File: src/rtl/tpg_pkg.sv
package tpg_pkg;

    localparam int WORD_W  = 64;
    localparam int LANE_W  = 8;
    localparam int N_LANES = WORD_W / LANE_W;

    typedef enum logic [2:0] {
        PAT_INCR    = 3'd0,
        PAT_UNIFORM = 3'd1,
        PAT_BITSTR  = 3'd2,
        PAT_BYTESTR = 3'd3,
        PAT_CHANGE  = 3'd4,
        PAT_WALK    = 3'd5
    } pat_e;

    typedef struct packed {
        logic              valid;
        logic              error;
        logic [WORD_W-1:0] data;
    } out_state_t;

endpackage

File: src/rtl/tpg_offset.sv
module tpg_offset #(
    parameter int ROW_W    = 16,
    parameter int ROW_STEP = 8,
    parameter int OFF_W    = ROW_W + $clog2(ROW_STEP + 1)
) (
    input  logic [ROW_W-1:0] row,
    output logic [OFF_W-1:0] offset
);
    // Row scaled by the fixed step; widened so no bits are lost.
    always_comb begin
        offset = OFF_W'(row) * OFF_W'(ROW_STEP);
    end
endmodule

File: src/rtl/tpg_pattern.sv
module tpg_pattern
    import tpg_pkg::*;
#(
    parameter int OFF_W = 20
) (
    input  logic [OFF_W-1:0]  offset,
    input  logic [2:0]        pattern,
    input  logic              negate,
    output logic [WORD_W-1:0] word,
    output logic              invalid
);
    localparam int MODULUS  = 257;
    localparam int WALK_W   = $clog2(WORD_W);
    localparam int BYTE_SH  = $clog2(LANE_W);

    logic [WORD_W-1:0] incr_word;
    logic [LANE_W-1:0] change_byte;
    logic [OFF_W-1:0]  shifted;
    logic [OFF_W-1:0]  residue;
    logic [WALK_W-1:0] walk_pos;
    logic [WORD_W-1:0] walk_word;

    // One adder per lane for the incrementing-byte pattern.
    for (genvar lane = 0; lane < N_LANES; lane++) begin : g_lane
        assign incr_word[lane*LANE_W +: LANE_W] =
            offset[LANE_W-1:0] + LANE_W'(lane);
    end

    // Changing byte: below 256 the offset itself, above it the
    // complement of the shifted residue modulo 257.
    always_comb begin
        shifted = offset - OFF_W'(8);
        residue = shifted % OFF_W'(MODULUS);
        if (offset < OFF_W'(256)) begin
            change_byte = offset[LANE_W-1:0];
        end else begin
            change_byte = ~residue[LANE_W-1:0];
        end
        if (negate) begin
            change_byte = ~change_byte;
        end
    end

    // Walking bit position taken from the byte offset in 8-byte units.
    always_comb begin
        walk_pos  = offset[BYTE_SH +: WALK_W];
        walk_word = '0;
        walk_word[walk_pos] = 1'b1;
        if (negate) begin
            walk_word = ~walk_word;
        end
    end

    always_comb begin
        invalid = 1'b0;
        word    = '0;
        case (pattern)
            PAT_INCR:    word = incr_word;
            PAT_UNIFORM: word = negate ? '1 : '0;
            PAT_BITSTR:  word = negate ? {2{32'h5555_5555}} : {2{32'hAAAA_AAAA}};
            PAT_BYTESTR: word = negate ? {2{32'h00FF_00FF}} : {2{32'hFF00_FF00}};
            PAT_CHANGE:  word = {N_LANES{change_byte}};
            PAT_WALK:    word = walk_word;
            default: begin
                word    = '0;
                invalid = 1'b1;
            end
        endcase
    end
endmodule

File: src/rtl/tpg_top.sv
module tpg_top
    import tpg_pkg::*;
#(
    parameter int ROW_W    = 16,
    parameter int ROW_STEP = 8
) (
    input  logic              clk,
    input  logic              rst_n,
    input  logic              req_valid,
    input  logic [ROW_W-1:0]  req_row,
    input  logic [2:0]        req_pattern,
    input  logic              req_negate,
    output logic              out_valid,
    output logic [WORD_W-1:0] out_data,
    output logic              out_error
);
    localparam int OFF_W = ROW_W + $clog2(ROW_STEP + 1);

    logic [OFF_W-1:0]  offset;
    logic [WORD_W-1:0] gen_word;
    logic              gen_invalid;
    out_state_t        st_d, st_q;

    tpg_offset #(
        .ROW_W    (ROW_W),
        .ROW_STEP (ROW_STEP),
        .OFF_W    (OFF_W)
    ) u_offset (
        .row    (req_row),
        .offset (offset)
    );

    tpg_pattern #(
        .OFF_W (OFF_W)
    ) u_pattern (
        .offset  (offset),
        .pattern (req_pattern),
        .negate  (req_negate),
        .word    (gen_word),
        .invalid (gen_invalid)
    );

    always_comb begin
        st_d       = st_q;
        st_d.valid = req_valid;
        st_d.error = 1'b0;
        if (req_valid) begin
            st_d.data  = gen_word;
            st_d.error = gen_invalid;
        end
    end

    always_ff @(posedge clk) begin
        if (!rst_n) begin
            st_q <= '0;
        end else begin
            st_q <= st_d;
        end
    end

    assign out_valid = st_q.valid;
    assign out_data  = st_q.data;
    assign out_error = st_q.error;

    assert_latency_R1: assert property (@(posedge clk) disable iff (!rst_n)
        req_valid |=> out_valid);
    assert_idle_R1: assert property (@(posedge clk) disable iff (!rst_n)
        !req_valid |=> !out_valid);
    assert_uniform_R3: assert property (@(posedge clk) disable iff (!rst_n)
        (req_valid && req_pattern == 3'd1) |=> (out_data == '0 || out_data == '1));
    assert_change_lanes_R6: assert property (@(posedge clk) disable iff (!rst_n)
        (req_valid && req_pattern == 3'd4) |=> (out_data == {N_LANES{out_data[7:0]}}));
    assert_walk_R8: assert property (@(posedge clk) disable iff (!rst_n)
        (req_valid && req_pattern == 3'd5 && !req_negate) |=> ($countones(out_data) == 1));
    assert_walk_neg_R8: assert property (@(posedge clk) disable iff (!rst_n)
        (req_valid && req_pattern == 3'd5 && req_negate) |=> ($countones(~out_data) == 1));
    assert_bad_code_R9: assert property (@(posedge clk) disable iff (!rst_n)
        (req_valid && req_pattern > 3'd5) |=> (out_error && out_data == '0));
    assert_error_qual_R9: assert property (@(posedge clk) disable iff (!rst_n)
        out_error |-> out_valid);
    assert_hold_R10: assert property (@(posedge clk) disable iff (!rst_n)
        (out_valid && !req_valid) |=> $stable(out_data));
endmodule

File: config.mk
export PLATFORM = sky130hd
export DESIGN_NAME = tpg_top
export DESIGN_NICKNAME = d
export VERILOG_FILES = /design/src/rtl/tpg_pkg.sv /design/src/rtl/tpg_offset.sv /design/src/rtl/tpg_pattern.sv /design/src/rtl/tpg_top.sv
export SDC_FILE = /design/constraint.sdc
export NUM_CORES = 1
export LEC_CHECK = 0
export BUFFER_PORTS_ARGS = -buffer_cell sky130_fd_sc_hd__buf_2
export CORE_MARGIN = 5
export CORE_UTILIZATION = 40
export DETAILED_ROUTE_END_ITERATION = 10
export SETUP_SLACK_MARGIN = 0.2
export SLEW_MARGIN = 5
export SYNTH_ARGS = -nofsm -noshare
export SYNTH_HDL_FRONTEND = slang
export SYNTH_HIERARCHICAL = 1
export SYNTH_SLANG_ARGS = --single-unit
File: constraint.sdc
create_clock -name clk -period 31.9 [get_ports clk]
set_input_delay 3.19 -clock clk [delete_from_list [all_inputs] [get_ports clk]]
set_output_delay 3.19 -clock clk [all_outputs]
set_load 0.01 [all_outputs]
==> reports/metrics.csv <==
metric,value,unit
post_drt_wl_per_cell,19.85,microns
ir_drop,0.02768,mV
total_number_of_vias,10550,
seq_area_frac_synth,0.1281,
flow.area_growth_from_synthesis,5.652,%
hold_buffers,0,
setup-tns-final,0,ns
placement_rows,58,
worst_clock_skew,0,ns
cp_num_buf_inv,2,
cts.sinks,66,
drt-total-wl,33930,microns
max_slew.worst_pin.slew,1.099,ns
vias_in_the_first_global_route,9814,
synth_edf_count,0,
viasPerCell,6.175,
setup_repair_after_global_routing_missed_its_margin,no,
mean_post_synth_cell_area,7.493,sq um
floorplan.die_area,29110,sq um
drt_first_iter_violations,1096,
multi_input_area,8366,sq um
timing.fmax,57.80,MHz
coreArea,25330,sq um
power.leakage,4.110,nW
setup_violations,0,
synthArstFlopShare,0,
cts_buffers,9,
initial_utilization,0.4074,
timing.critical_path.max_delay_family,compound AO/OA/AOI/OAI gates,
power.density_cell_area,39.66,nW/um^2
yosys_warnings,6,
residual_overflow_from_global_routing,0,
report.power.total,432.3,uW
chipHeight,170.6,microns
timing.hold.worst.class,reg2reg,
synthFlopType,dfxtp_1,
post_route_drc,0,
critical_path.max_fanout,28,
grt.busiest_layer,met2,
cpPeakStageDelay,0.94,ns
outcome,"finished, final reports clean",
worst_skew_pair.late_latency,0.33,ns
globalplace.congestion,0.9430,
slowest_library_cell_on_the_worst_path,mux2i_1,
max_cap_viol_count,0,
final_layout_size_suffix_gt1_frac,0.1344,
timing.final.ws_setup,14.60,ns
clockRootBuffer,clkbuf_16,
ant_nets,0,
timing_max_transition_violations_final,0,
worst_ep_arrival_time,17.52,ns
ios,89,
netlist_top_cells_area,"dfxtp_1 13%, xnor2_1 8.1%, mux2i_1 7.3%",
worst_setup_path_start_kind,input pin,
timing_worst_setup_path_type,in2reg,
clkTransAtPathRegs,0.05,ns
cts_tree,built,
nNetsFinal,1414,
cts_resized,0,
synth.ff_latch_count,66,
drtPass1Iterations,7,
floorplan.die.width,170.6,microns
tot_gr_track_use,0.2253,
syn-cell-area,10320,sq um
layout_worst_path_cycle_share,0.5424,
fillers,2646,
synth.lib_cells_used.distinct,114,
place.port_buffers,88,
m2_gr_usage,0.3418,
grt_first_pass_wirelength,54240,microns
antenna_found_initial,2,
post-dp-hpwl,25640,microns
fraction_of_met3_tracks_used_by_global_routing,0.04274,
grt_util_met1,0.3295,
place_ws,14.55,ns
worst-endpoint-required,32.12,ns
clock_tree.buffer_depth,2,
synth.top_cell.area_share,0.1281,
h-tree-depth,3,
timing_hold_violations_final,0,
sequential_cell_area,1321,sq um
post_synthesis_instance_total,1377,
postCtsSetupRepairBufs,0,
post-route-min-period,17.30,ns
slew-limit-headroom,0.2465,
pin_count_of_the_biggest_net_entering_global_routing,71,
end_kind,register,
synthDominantAreaCellType,dfxtp_1,
worst reg2reg max path: stages (launching register included):
cell and delay [ns]:
dfxtp_1 0.38, mux2i_1 0.09, nor2b_1 0.16
flip-flops by register name (all words and copies together), names as in the netlist:
| signal | flops |
|---|---|
| out_error | 1 |
| out_valid | 1 |
| out_data | 64 |
metrics by stage:
stage	hold WS [ns]	instances	util	area (sq um)
floorplan	0.5384	1380	-	10330
global placement	0.4934	1693	0.4199	10640
detailed placement	0.4996	1693	0.4199	10640
CTS	0.5161	1707	0.4302	10900
global route	0.5357	1709	0.4304	10900
finish	0.5101	1709	0.4304	10900
cell usage after synthesis, types with 6 or more instances:
library cell and instances:
a211o_1 9, a211oi_1 18, a21o_1 7, a21oi_1 43, a221oi_1 12, a22oi_1 15, a31oi_1 18, and2_1 21
and3_1 20, buf_1 17, buf_2 8, buf_4 25, clkbuf_1 54, dfxtp_1 66, ha_1 17, inv_1 11
mux2_2 9, mux2i_1 75, nand2_1 115, nand2b_1 11, nand3_1 34, nand4_1 18, nor2_1 130, nor2b_1 69
nor3_1 49, nor3b_1 6, nor4_1 16, o2111ai_1 19, o211a_1 8, o211ai_1 30, o21a_1 17, o21ai_0 40
o21ai_1 14, o22ai_1 13, o31ai_1 6, or2_2 8, or3_1 11, or4_1 9, xnor2_1 95, xor2_1 62
cells in the final DEF (no fill, tap or decap), types with 18 or more instances in the layout:
| master | Yosys | layout |
|---|---|---|
| o211ai_1 | 30 | 30 |
| nand4_1 | 18 | 18 |
| xnor2_1 | 95 | 95 |
| o21ai_0 | 40 | 40 |
| xor2_1 | 62 | 62 |
| and3_1 | 20 | 20 |
| nor2b_1 | 69 | 69 |
| a31oi_1 | 18 | 18 |
| a211oi_1 | 18 | 18 |
| nor3_1 | 49 | 48 |
| mux2i_1 | 75 | 75 |
| dfxtp_1 | 66 | 66 |
| and2_1 | 21 | 21 |
| a21oi_1 | 43 | 43 |
| nor2_1 | 130 | 129 |
| buf_2 | 8 | 86 |
| nand2_1 | 115 | 115 |
| nand3_1 | 34 | 34 |
| o2111ai_1 | 19 | 19 |
cells by family (layout without fill, tap and decap cells):
logic type | count (synthesis) | count (layout) | synth area share
simple gates | 565 | 565 | 0.2977
xor+xnor | 158 | 158 | 0.1355
other cells | 1 | 6 | 0.0003635
flops | 66 | 66 | 0.1281
buf+inv | 123 | 120 | 0.06294
compound gates | 359 | 359 | 0.2663
mux | 87 | 87 | 0.08756
fa+ha+maj | 18 | 18 | 0.02159
area by class of cell:
cell class,instances,share of cell area
diodes,2,0.0004591
clock inverters,3,0.001607
well taps,330,0.03788
inverters,12,0.004132
flip-flops and latches,66,0.1212
multi-input cells,1191,0.7674
clock buffers,11,0.02227
repair buffers,94,0.04500
final timing paths:
kind / from / end / slack [ns] / depth (start not counted)
setup / recovery: req_row[0] / out_data[18] / 14.60 / 44
hold / removal: out_data[1] / out_data[1] / 0.51 / 2
setup reg to reg: out_data[34] / out_data[34] / 31.22 / 2
hold reg to reg: out_data[1] / out_data[1] / 0.51 / 2
layer usage:
metal,wire [microns],up-vias
met1,15900,5025
li1,-,5072
met4,644,0
met5,0,-
met3,2438,45
met2,14940,411
power by group:
part / total [mW] / leakage (nW) / internal (mW) / switching (mW)
logic: 0.251 / 3.44 / 0.0921 / 0.159
registers: 0.0936 / 0.541 / 0.0897 / 0.00388
clock network: 0.0879 / 0.127 / 0.0535 / 0.0344
total: 0.432 / 4.11 / 0.235 / 0.197
(Power assumes the default switching activity.)
